`config.mk`:
```
export PLATFORM = sky130hd
export DESIGN_NAME = lpm_walker
export DESIGN_NICKNAME = d
export VERILOG_FILES = /design/src/rtl/lpm_pkg.sv /design/src/rtl/lpm_addr_sel.sv /design/src/rtl/lpm_ctrl.sv /design/src/rtl/lpm_walker.sv
export SDC_FILE = /design/constraint.sdc
export NUM_CORES = 1
export LEC_CHECK = 0
export BUFFER_PORTS_ARGS = -buffer_cell sky130_fd_sc_hd__buf_2
export CELL_PAD_IN_SITES_DETAIL_PLACEMENT = 1
export CELL_PAD_IN_SITES_GLOBAL_PLACEMENT = 2
export CORE_ASPECT_RATIO = 1.1
export CORE_MARGIN = 2
export CORE_UTILIZATION = 34
export CTS_BUF_LIST = sky130_fd_sc_hd__clkbuf_8
export DETAILED_ROUTE_END_ITERATION = 7
export PLACE_DENSITY_LB_ADDON = 0.1
export SETUP_SLACK_MARGIN = 0.2
export SLEW_MARGIN = 20
export SYNTH_ARGS = -nofsm -noshare
export SYNTH_HDL_FRONTEND = slang
export SYNTH_SLANG_ARGS = --single-unit
```
`constraint.sdc`:
```
create_clock -name clk -period 9.82 [get_ports clk]
set_clock_uncertainty 0.1 [all_clocks]
set_input_delay 1.964 -clock clk [delete_from_list [all_inputs] [get_ports clk]]
set_output_delay 1.964 -clock clk [all_outputs]
set_load 0.05 [all_outputs]
```
`src/rtl/lpm_pkg.sv`:
```
package lpm_pkg;

  typedef enum logic [2:0] {
    S_IDLE,
    S_REQ_L1,
    S_WAIT_L1,
    S_REQ_L2,
    S_WAIT_L2,
    S_REQ_L3,
    S_WAIT_L3,
    S_DONE
  } walk_state_e;

  typedef enum logic [1:0] {
    LVL_ONE,
    LVL_TWO,
    LVL_THREE
  } walk_level_e;

endpackage

```
`src/rtl/lpm_addr_sel.sv`:
```
module lpm_addr_sel #(
  parameter int L1_W   = 16,
  parameter int L2_W   = 8,
  parameter int L3_W   = 8,
  parameter int TBL_AW = 20
) (
  input  lpm_pkg::walk_level_e            level,
  input  logic [L1_W+L2_W+L3_W-1:0]       key,
  input  logic [TBL_AW-1:0]               base,
  output logic [TBL_AW-1:0]               addr
);
  localparam int IP_W = L1_W + L2_W + L3_W;

  logic [TBL_AW-1:0] root_idx;
  logic [TBL_AW-1:0] mid_idx;
  logic [TBL_AW-1:0] leaf_idx;

  generate
    if (TBL_AW > L1_W) begin : g_pad
      assign root_idx = {{(TBL_AW-L1_W){1'b0}}, key[IP_W-1 -: L1_W]};
    end else begin : g_exact
      assign root_idx = key[IP_W-1 -: TBL_AW];
    end
  endgenerate

  assign mid_idx  = base + TBL_AW'(key[L2_W+L3_W-1 -: L2_W]);
  assign leaf_idx = base + TBL_AW'(key[L3_W-1:0]);

  always_comb begin
    case (level)
      lpm_pkg::LVL_TWO:   addr = mid_idx;
      lpm_pkg::LVL_THREE: addr = leaf_idx;
      default:            addr = root_idx;
    endcase
  end

endmodule

```
`src/rtl/lpm_ctrl.sv`:
```
module lpm_ctrl (
  input  logic                 clk,
  input  logic                 rst_n,
  input  logic                 in_valid,
  input  logic                 out_ready,
  input  logic                 rsp_valid,
  input  logic                 rsp_leaf,
  output logic                 in_ready,
  output logic                 out_valid,
  output logic                 rd_en,
  output logic                 key_ld,
  output logic                 word_ld,
  output lpm_pkg::walk_level_e level
);
  import lpm_pkg::*;

  walk_state_e state_q, state_d;

  always_comb begin
    state_d = state_q;
    case (state_q)
      S_IDLE:    if (in_valid)  state_d = S_REQ_L1;
      S_REQ_L1:  state_d = S_WAIT_L1;
      S_WAIT_L1: if (rsp_valid) state_d = rsp_leaf ? S_DONE : S_REQ_L2;
      S_REQ_L2:  state_d = S_WAIT_L2;
      S_WAIT_L2: if (rsp_valid) state_d = rsp_leaf ? S_DONE : S_REQ_L3;
      S_REQ_L3:  state_d = S_WAIT_L3;
      S_WAIT_L3: if (rsp_valid) state_d = S_DONE;
      S_DONE:    if (out_ready) state_d = S_IDLE;
      default:   state_d = S_IDLE;
    endcase
  end

  always_ff @(posedge clk or negedge rst_n) begin
    if (!rst_n) state_q <= S_IDLE;
    else        state_q <= state_d;
  end

  always_comb begin
    in_ready  = (state_q == S_IDLE);
    out_valid = (state_q == S_DONE);
    rd_en     = (state_q == S_REQ_L1) || (state_q == S_REQ_L2) ||
                (state_q == S_REQ_L3);
    key_ld    = in_ready && in_valid;
    word_ld   = rsp_valid && ((state_q == S_WAIT_L1) ||
                (state_q == S_WAIT_L2) || (state_q == S_WAIT_L3));
    case (state_q)
      S_REQ_L2: level = LVL_TWO;
      S_REQ_L3: level = LVL_THREE;
      default:  level = LVL_ONE;
    endcase
  end

  AST_RD_PULSE: assert property (@(posedge clk) disable iff (!rst_n)
    rd_en |=> !rd_en);

  AST_ROOT_LEAF_EXIT: assert property (@(posedge clk) disable iff (!rst_n)
    (state_q == S_WAIT_L1 && rsp_valid && rsp_leaf) |=> (out_valid && !rd_en));

  AST_LAST_LEVEL_FINAL: assert property (@(posedge clk) disable iff (!rst_n)
    (state_q == S_WAIT_L3 && rsp_valid) |=> out_valid);

endmodule

```
`src/rtl/lpm_walker.sv`:
```
module lpm_walker #(
  parameter int L1_W   = 16,
  parameter int L2_W   = 8,
  parameter int L3_W   = 8,
  parameter int WORD_W = 32,
  parameter int TBL_AW = 20
) (
  input  logic                          clk,
  input  logic                          rst_n,
  input  logic                          in_valid,
  output logic                          in_ready,
  input  logic [L1_W+L2_W+L3_W-1:0]     in_addr,
  output logic                          out_valid,
  input  logic                          out_ready,
  output logic [WORD_W-2:0]             out_value,
  output logic                          mem_rd_en,
  output logic [TBL_AW-1:0]             mem_rd_addr,
  input  logic                          mem_rd_valid,
  input  logic [WORD_W-1:0]             mem_rd_data
);
  localparam int IP_W     = L1_W + L2_W + L3_W;
  localparam int VAL_W    = WORD_W - 1;
  localparam int LEAF_BIT = WORD_W - 1;

  logic                 key_ld;
  logic                 word_ld;
  lpm_pkg::walk_level_e level;
  logic [IP_W-1:0]      key_q;
  logic [VAL_W-1:0]     word_q;

  lpm_ctrl u_ctrl (
    .clk       (clk),
    .rst_n     (rst_n),
    .in_valid  (in_valid),
    .out_ready (out_ready),
    .rsp_valid (mem_rd_valid),
    .rsp_leaf  (mem_rd_data[LEAF_BIT]),
    .in_ready  (in_ready),
    .out_valid (out_valid),
    .rd_en     (mem_rd_en),
    .key_ld    (key_ld),
    .word_ld   (word_ld),
    .level     (level)
  );

  // Data registers carry no reset; their loads are enabled explicitly.
  always_ff @(posedge clk) begin
    if (key_ld) key_q <= in_addr;
  end

  always_ff @(posedge clk) begin
    if (word_ld) word_q <= mem_rd_data[VAL_W-1:0];
  end

  lpm_addr_sel #(
    .L1_W   (L1_W),
    .L2_W   (L2_W),
    .L3_W   (L3_W),
    .TBL_AW (TBL_AW)
  ) u_addr_sel (
    .level (level),
    .key   (key_q),
    .base  (word_q[TBL_AW-1:0]),
    .addr  (mem_rd_addr)
  );

  assign out_value = word_q;

  AST_ROOT_ADDR: assert property (@(posedge clk) disable iff (!rst_n)
    (in_valid && in_ready) |=>
      (mem_rd_en && mem_rd_addr == TBL_AW'($past(in_addr[IP_W-1 -: L1_W]))));

  AST_OUT_HOLD: assert property (@(posedge clk) disable iff (!rst_n)
    (out_valid && !out_ready) |=> (out_valid && $stable(out_value)));

  AST_OUT_RELEASE: assert property (@(posedge clk) disable iff (!rst_n)
    (out_valid && out_ready) |=> (!out_valid && in_ready));

  AST_READY_EXCL: assert property (@(posedge clk) disable iff (!rst_n)
    !(in_ready && out_valid));

  AST_BUSY_AFTER_ACCEPT: assert property (@(posedge clk) disable iff (!rst_n)
    (in_valid && in_ready) |=> !in_ready);

  AST_NO_RD_IDLE: assert property (@(posedge clk) disable iff (!rst_n)
    (in_ready || out_valid) |-> !mem_rd_en);

endmodule

```
==> metrics, run 1 <==
wire per inst 15.6 um; Initial Util 0.349; clock slew at reported path FFs approximately 0.080 ns; top-count cell post-synth edfxtp_1; CTS Buf Count 9; r2r setup slk 7.90 ns; Critical Path Start Type flop; Die Ht 104 um; Clk Latency, worst-skew pair between 0.3 and 0.4 ns; Critical Path Source u_ctrl.state_q[2]$_DFFE_PN0P_; share of layout cells above drive strength 1 0.405; top post-synthesis cells by area edfxtp_1 (61%), ha_1 (3.7%), nand2_1 (3.5%), xor2_1 (3.1%), dfrtp_1 (2.4%); Mapped Cells between 200 and 250; total congestion overflow 0; CTS Hold Bufs 0; CTS tree built; RSZ-0062 raised after global routing false; routability cong. approximately 0.74; grt peak-use layer met2; drt total wl about 7500 um; DRC viols 0; postcts setup bufs 0; post_cts resized 0; die span in x around 95 um; ANT cells 0; yosys warns 0; end of the worst register-to-register path out_value[6]$_DFFE_PP_; CP Max Fanout 10; 1st-iter DRT viols ~80; IO buf count about 120; Hold/Removal Path Class reg2reg; FILL cells ~1k; vias per inst just under 5; reg2reg start u_ctrl.state_q[0]$_DFFE_PN0P_; Synth Register Bits 66; largest net degree at the start of global routing 35; period utilization 0.571; first-pass GRT wire length around 12000 um; synth unique cells 43; Worst setup EP type output port; Max Buffers Root-to-Sink 2; PD cells 298 nW/um^2; final instance area between 4000 and 5000 um^2; NumNets Final 442; via count ~2.3k; final setup violation count 0; met1 GRT Util 0.211; GR Util met3 0.0524; met2 GRT Util 0.253; worst-case reg-to-reg path depth 2; clk root buf clkbuf_8; number of synthesized flops with an enable pin 63; Setup CP Type reg2out; Slew @ Worst Pin 0.930 ns; Final Hold Vio Count 0; All-Layer GR Usage 0.161; DP Area around 3800 um^2; most common library cells after synthesis edfxtp_1 (63), nand2_1 (29), a21oi_1 (12); non-filler instance count after layout approximately 480; ys async rst share 0.0455; Synth top area share 0.614; CP Capture Point mem_rd_addr[8]; Syn Std Cell Area between 3000 and 4000 um^2; clk sinks 66; Overall Power about 1.2 mW; initial antenna violation count 0; num ports around 120; area of the core between 8000 and 9000 um^2; Slew headroom 0.379; Worst EP required 7.76 ns; Hold Startpoint u_ctrl.state_q[0]$_DFFE_PN0P_; TNS Setup 0 ns; Leakage 1.68 nW; status complete, no violations; Detail Route Antenna Nets 0; maxcap violations 0; crit path time final 5.61 ns; Pre-antenna DRT Iters 4; fmax approximately 180 MHz; register area share after synthesis 0.639; DIE AREA 9840 um^2; Synth Flop Type edfxtp_1; area leader, netlist edfxtp_1; syn_nets between 300 and 400; Post-Syn Area per Cell ~13 um^2; Placed Cells between 400 and 500; post-detail-place hpwl 5640 um; worst ir drop on vdd approximately 0.13 mV; vias in the first global route 2394; Final Max Slew Viols 0; layout overhead on the synthesized area 30.3%; Max H-tree Level 3; crit path DAT 3.54 ns; row cnt 36
kinds of logic (layout without fill, tap and decap cells):
group,Yosys count,after routing,synth area share
buffers and inverters,12,143,0.0171
muxes,8,8,0.0292
adders and majority gates,10,10,0.0431
xor gates and xnor gates,14,14,0.0398
DFF,66,66,0.639
AOI/OAI and AO/OA,56,56,0.121
and+or+nand+nor,71,71,0.111
state kept, by name, indices dropped and copies added (netlist names):
signal / flops
key_q: 32
u_ctrl.state_q: 3
out_value: 31
layer usage:
| metal | part of all wire | vias up |
|---|---|---|
| li1 | - | 1155 |
| met1 | 0.45 | 1103 |
| met2 | 0.47 | 81 |
| met3 | 0.068 | 4 |
| met4 | 0.0067 | 0 |
| met5 | 0 | - |
worst max-delay path, cell delays in order (launching register included):
cell	delay, ns
dfrtp_1	0.50
nand2_1	0.13
or2_1	0.36
mux2_2	0.39
ha_1	0.21
fa_1	0.43
a211oi_1	0.30
o21ai_2	0.18
a31oi_1	0.22
xor2_1	0.09
o21ai_1	0.12
buf_2	0.27
layout by cell type, fill, tap and decap left out, types with 3 or more instances in the layout:
cell      instances
nand4_1           6
a21oi_1          12
mux2_2            4
xor2_1           11
dfrtp_1           3
mux2_1            4
o211ai_1          4
inv_6             3
edfxtp_1         63
a21o_1            4
and3_1            4
buf_2           122
ha_1              9
o21ai_1           9
inv_1             3
clkbuf_8          9
xnor2_1           3
nand3_1           9
o21ai_0          11
nor2_1            9
nand2_1          29
and2_1            4
worst min-delay path by stage:
| stage | slack, ns | depth (start not counted) | end |
|---|---|---|---|
| after floorplan | 0.49 | 2 | u_ctrl.state_q[1]$_DFFE_PN0P_ |
| after global placement | 0.55 | 1 | u_ctrl.state_q[1]$_DFFE_PN0P_ |
| after detailed placement | 0.58 | 1 | u_ctrl.state_q[1]$_DFFE_PN0P_ |
| after CTS | 0.59 | 1 | u_ctrl.state_q[1]$_DFFE_PN0P_ |
| after global routing | 0.63 | 1 | u_ctrl.state_q[1]$_DFFE_PN0P_ |
| final | 0.59 | 1 | u_ctrl.state_q[1]$_DFFE_PN0P_ |
final cells by class:
type / instances / area (um^2) / share of cell area
inverter: 3 / 11.3 / 0.00280
timing repair buffer: 124 / 626 / 0.156
multi-input combinational: 159 / 1070 / 0.266
clock buffer: 9 / 124 / 0.0309
tap: 114 / 143 / 0.0355
sequential: 66 / 1970 / 0.490
clock inverter: 7 / 76.3 / 0.0190
per-stage QoR:
stage,setup slack [ns],hold WS [ns],util
floorplan,4.49,0.492,-
global placement,4.67,0.546,0.432
detailed placement,4.57,0.585,0.432
CTS,4.18,0.588,0.455
global route,3.95,0.627,0.455
finish,4.21,0.592,0.455
power by group:
| group | internal [mW] | switching, mW |
|---|---|---|
| Sequential | 0.357 | 0.0354 |
| Clock | 0.119 | 0.113 |
| Combinational | 0.143 | 0.430 |
| Total | 0.620 | 0.578 |
(Power assumes the default switching activity.)
==> run 2, diff against run 1 <==
CORE_UTILIZATION = 31   (was 34)
clock period = 5.35 ns   (was 9.82 ns; I/O delays follow)
==> metrics, run 2 (synthesized netlist as in run 1, its figures left out) <==
DIE AREA between 10000 and 15000 um^2; initial antenna violation count 0; Leakage about 1.7 nW; wire per inst around 17 um; Critical Path Start Type flop; Detail Route Antenna Nets 0; utilization after layout 0.413; clk root buf clkbuf_8; postcts setup bufs 0; Max Buffers Root-to-Sink 2; crit path DAT around 3.5 ns; clock slew at reported path FFs approximately 0.080 ns; share of layout cells above drive strength 1 0.405; Overall Power 2.22 mW; Hold/Removal Path Class in2async; end of the worst register-to-register path out_value[15]$_DFFE_PP_; DRC viols 0; worst-case reg-to-reg path depth 2; routability cong. a little over 0.7; RSZ-0062 raised after global routing false; period utilization 0.875; vias per inst 4.91; drt total wl between 8000 and 9000 um; PD cells around 550 nW/um^2; total congestion overflow 0; most frequent cells in the layout buf_2 (122), edfxtp_1 (63), nand2_1 (29); All-Layer GR Usage 0.162; Worst EP required between 4 and 5 ns; via count 2394; Initial Util 0.316; worst ir drop on vdd 0.220 mV; layout overhead on the synthesized area 30.6%; die span in x 99.0 um; IO buf count 122; Slew @ Worst Pin around 0.93 ns; most common cell after layout, fill and taps aside buf_2; fmax roughly 210 MHz; r2r setup slk roughly 3.4 ns; CTS tree built; first-pass GRT wire length between 10000 and 15000 um; num ports about 120; post_cts resized 0; area of the core just under 10000 um^2; Final Max Slew Viols 0; 1st-iter DRT viols 56; maxcap violations 0; Worst setup EP type output port; CP Max Fanout 10; largest net degree at the start of global routing 33; row cnt 38; ANT cells 0; max FFs per register 32; CTS Hold Bufs 0; Top reg by flops key_q; Final Hold Vio Count 0; vias in the first global route approximately 2.6k; post-detail-place hpwl about 6200 um; Slew headroom 0.377; Die Ht ~110 um; status complete, no violations; CTS Buf Count 9; Setup CP Type reg2out; Pre-antenna DRT Iters 4; TNS Setup 0 ns; NumNets Final approximately 440; Max H-tree Level 3; final setup violation count 0; crit path time final approximately 4.7 ns; Clk Latency, worst-skew pair roughly 0.34 ns; reg2reg start u_ctrl.state_q[0]$_DFFE_PN0P_; clk sinks 66
-- run 2: cell counts in the layout (fill, tap and decap cells not counted) --
Identical to the previous run, type by type.
-- run 2: routing by layer --
metal / global-route usage / routed length [um] / up-vias
met2: 0.284 / 4260 / 89
met1: 0.182 / 3340 / 1146
met4: 0.0685 / 115 / 0
met3: 0.0524 / 609 / 9
li1: - / - / 1150
met5: 0 / 0 / -
-- run 2: power by group --
group          switching [mW]  internal [mW]  leakage [nW]
registers              0.0664          0.656         0.613
logic                   0.803          0.263         0.969
clock network           0.212          0.219        0.0983
-- run 2: area by class of cell --
type	count	area, um^2
Multi-Input combinational cell	159	1070
Timing Repair Buffer	124	626
Clock inverter	7	76.3
Sequential cell	66	1970
Inverter	3	11.3
Fill cell	1108	5720
Tap cell	120	150
Clock buffer	9	124
-- run 2: critical path: stages (launching register included) --
cell,delay (ns)
dfrtp_1,0.48
nand2_1,0.12
or2_1,0.34
mux2_2,0.39
ha_1,0.21
fa_1,0.43
a211oi_1,0.29
o21ai_2,0.19
o211ai_1,0.23
xor2_1,0.09
o21ai_1,0.12
buf_2,0.27
-- run 2: worst max-delay path by stage --
stage / startpoint / to / slack [ns]
after floorplan: u_ctrl.state_q[2]$_DFFE_PN0P_ / mem_rd_addr[7] / 0.91
after global placement: u_ctrl.state_q[2]$_DFFE_PN0P_ / mem_rd_addr[8] / 1.07
final: u_ctrl.state_q[2]$_DFFE_PN0P_ / mem_rd_addr[14] / 0.67
after global routing: u_ctrl.state_q[2]$_DFFE_PN0P_ / mem_rd_addr[14] / 0.30
after detailed placement: u_ctrl.state_q[2]$_DFFE_PN0P_ / mem_rd_addr[10] / 1.02
after CTS: u_ctrl.state_q[2]$_DFFE_PN0P_ / mem_rd_addr[18] / 0.60
-- run 2: stage by stage --
step	area [um^2]	setup WS [ns]	cells	hold WS [ns]
after floorplan	3080	0.915	237	0.492
after global placement	3820	1.07	472	0.545
after detailed placement	3820	1.02	472	0.566
after CTS	4020	0.596	488	0.384
after global routing	4020	0.295	488	0.377
final	4020	0.667	488	0.405
==> run 3, diff against run 2 <==
CORE_UTILIZATION = 32   (was 31)
RECOVER_POWER = 100   (was not set)
SYNTH_HIERARCHICAL = 1   (was not set)
==> metrics, run 3 <==
status complete, but fails checks; failing checks max-capacitance violations, max-slew violations; r2r setup slk approximately 2.2 ns; reg2reg start u_ctrl/state_q[0]$_DFFE_PN0P_; Post-Syn Area per Cell roughly 14 um^2; layout overhead on the synthesized area 28.6%; crit path DAT roughly 3.8 ns; period utilization 0.930; area leader, netlist edfxtp_1; share of layout cells above drive strength 1 0.322; ANT cells 0; max FFs per register 32; Synth Flop Type edfxtp_1; die span in x around 97 um; IO buf count 122; TNS Setup 0 ns; wire per inst about 16 um; Detail Route Antenna Nets 0; syn_nets a little under 300; Synth top area share 0.626; ys async rst share 0.0455; drt total wl between 7000 and 8000 um; via count 2163; area of the core about 9300 um^2; 1st-iter DRT viols about 110; clk root buf clkbuf_8; Final Hold Vio Count 0; final setup violation count 0; critical-path cell list and3b_2 > ha_2 > mux2_2 > ha_1 > a21oi_1 > o2111ai_2 > o2111ai_1 > xor2_1 > nor2_1 > clkbuf_1; critical path's top delay family compound AO/OA/AOI/OAI gates; most frequent cells in the layout buf_2 (69), edfxtp_1 (63), clkbuf_1 (49); CP max-delay cell clkbuf_1; top-count cell post-synth edfxtp_1; worst-case reg-to-reg path depth 2; DRC viols 0; Max Buffers Root-to-Sink 2; FILL cells between 1k and 1.5k; CTS tree built; vias in the first global route 2288; Placed Cells 443; Worst Path Buf+Inv 1; row cnt 37; Pre-antenna DRT Iters 4; Critical Path Source u_ctrl/state_q[1]$_DFFE_PN0P_; Leakage roughly 1.5 nW; PD cells roughly 560 nW/um^2; Worst setup EP type output port; CTS Hold Bufs 0; fmax between 200 and 250 MHz; worst ir drop on vdd roughly 0.21 mV; NumNets Final around 420; most common library cells after synthesis edfxtp_1 (63), nand2_1 (21), o21ai_0 (18); total congestion overflow 0; maxcap violations 2; non-filler instance count after layout around 460; clock slew at reported path FFs 0.07 ns; Synth Register Bits 66; synth unique cells 41; Syn Std Cell Area about 3000 um^2; initial antenna violation count 0; Clk Latency, worst-skew pair 0.34 ns; Critical Path Start Type flop; RSZ-0062 raised after global routing false; crit path time final ~5 ns; Worst EP required about 4.2 ns; vias per inst ~4.7; Hold/Removal Path Class in2async; routability cong. around 0.75; clk sinks 66; first-pass GRT wire length 12000 um; Setup CP Type reg2out; number of synthesized flops with an enable pin 63; post-detail-place hpwl roughly 5500 um; CTS Buf Count 9; Final Max Slew Viols 65; largest net degree at the start of global routing 35; end of the worst register-to-register path out_value[10]$_DFFE_PP_; most common cell after layout, fill and taps aside buf_2; Top reg by flops key_q; Initial Util 0.326; Die Ht 106 um; Max H-tree Level 3; register area share after synthesis 0.651; largest stage delay on the critical path roughly 0.50 ns; DIE AREA 10200 um^2; All-Layer GR Usage 0.151; CP Max Fanout 10; num ports 123; top post-synthesis cells by area edfxtp_1 (63%), ha_1 (4.1%), mux2_2 (3.7%), xor2_1 (3.5%), o21ai_0 (3.0%); Slew @ Worst Pin approximately 2.7 ns; Mapped Cells around 210; yosys warns 6; Slew headroom -0.803
run 3: cell types whose count changed in the layout (fill, tap and decap cells not counted), sizes merged, moves of 3 or more:
cell and change:
clkbuf +54, a21oi -6, nand2 -8, a21o -3, buf -55, xnor2 +3
nand3 -5, nand4 -4, nor2 -4, o2111ai +4, and2 -3
run 3: cell type report:
type,instances,area (um^2),share of cell area
tap,117,146,0.0376
clock buffer,9,124,0.0319
sequential,66,1970,0.506
timing repair buffer,123,557,0.143
multi-input combinational,132,980,0.252
clock inverter,7,93.8,0.0241
inverter,5,18.8,0.00483
run 3: kinds of logic (layout without fill, tap and decap cells):
logic type / after synthesis / after routing / synth area share
AO/OA/AOI/OAI: 46 / 46 / 0.107
buffers and inverters: 14 / 144 / 0.0219
XOR/XNOR: 18 / 18 / 0.0522
AND/OR/NAND/NOR: 47 / 47 / 0.0828
flip-flops: 66 / 66 / 0.651
adder cells (fa/ha/maj): 11 / 11 / 0.0480
multiplexers: 10 / 10 / 0.0373
run 3: per-layer routing:
layer	part of all wire	global-route usage	vias to the layer above
li1	-	-	1056
met4	0.018	0.0634	0
met3	0.047	0.0355	11
met2	0.47	0.230	65
met1	0.47	0.207	1031
met5	0	0	-
run 3: stage by stage:
step / utilization / instance area (um^2) / setup slack, ns / power, mW / hold WS [ns]
6_report: 0.420 / 3890 / 0.377 / 2.16 / 0.433
5_1_grt: 0.420 / 3890 / 0.117 / 2.28 / 0.413
4_1_cts: 0.428 / 3970 / 0.312 / 2.22 / 0.385
3_5_place_dp: 0.405 / 3750 / 0.711 / 1.74 / 0.614
3_3_place_gp: 0.405 / 3750 / 0.771 / 1.73 / 0.581
2_1_floorplan: - / 3020 / 0.283 / 1.50 / 0.511
run 3: how the worst max path moves through the flow:
stage / end / slack [ns] / depth (start not counted)
after floorplan: mem_rd_addr[10] / 0.28 / 12
after global placement: mem_rd_addr[12] / 0.77 / 10
after detailed placement: mem_rd_addr[16] / 0.71 / 11
after global routing: mem_rd_addr[8] / 0.12 / 11
final: mem_rd_addr[19] / 0.38 / 10
after CTS: mem_rd_addr[16] / 0.31 / 11
run 3: power breakdown:
group	internal (mW)	switching (mW)	leakage (nW)
clock	0.261	0.204	0.107
combinational	0.224	0.738	0.748
sequential	0.669	0.0617	0.613
total	1.15	1.00	1.47
run 3: what timing repair did:
| action | CTS | global route |
|---|---|---|
| setup endpoints to repair | 0 | 4 |
| resized for setup | 0 | 4 |
| buffers inserted | 0 | 0 |
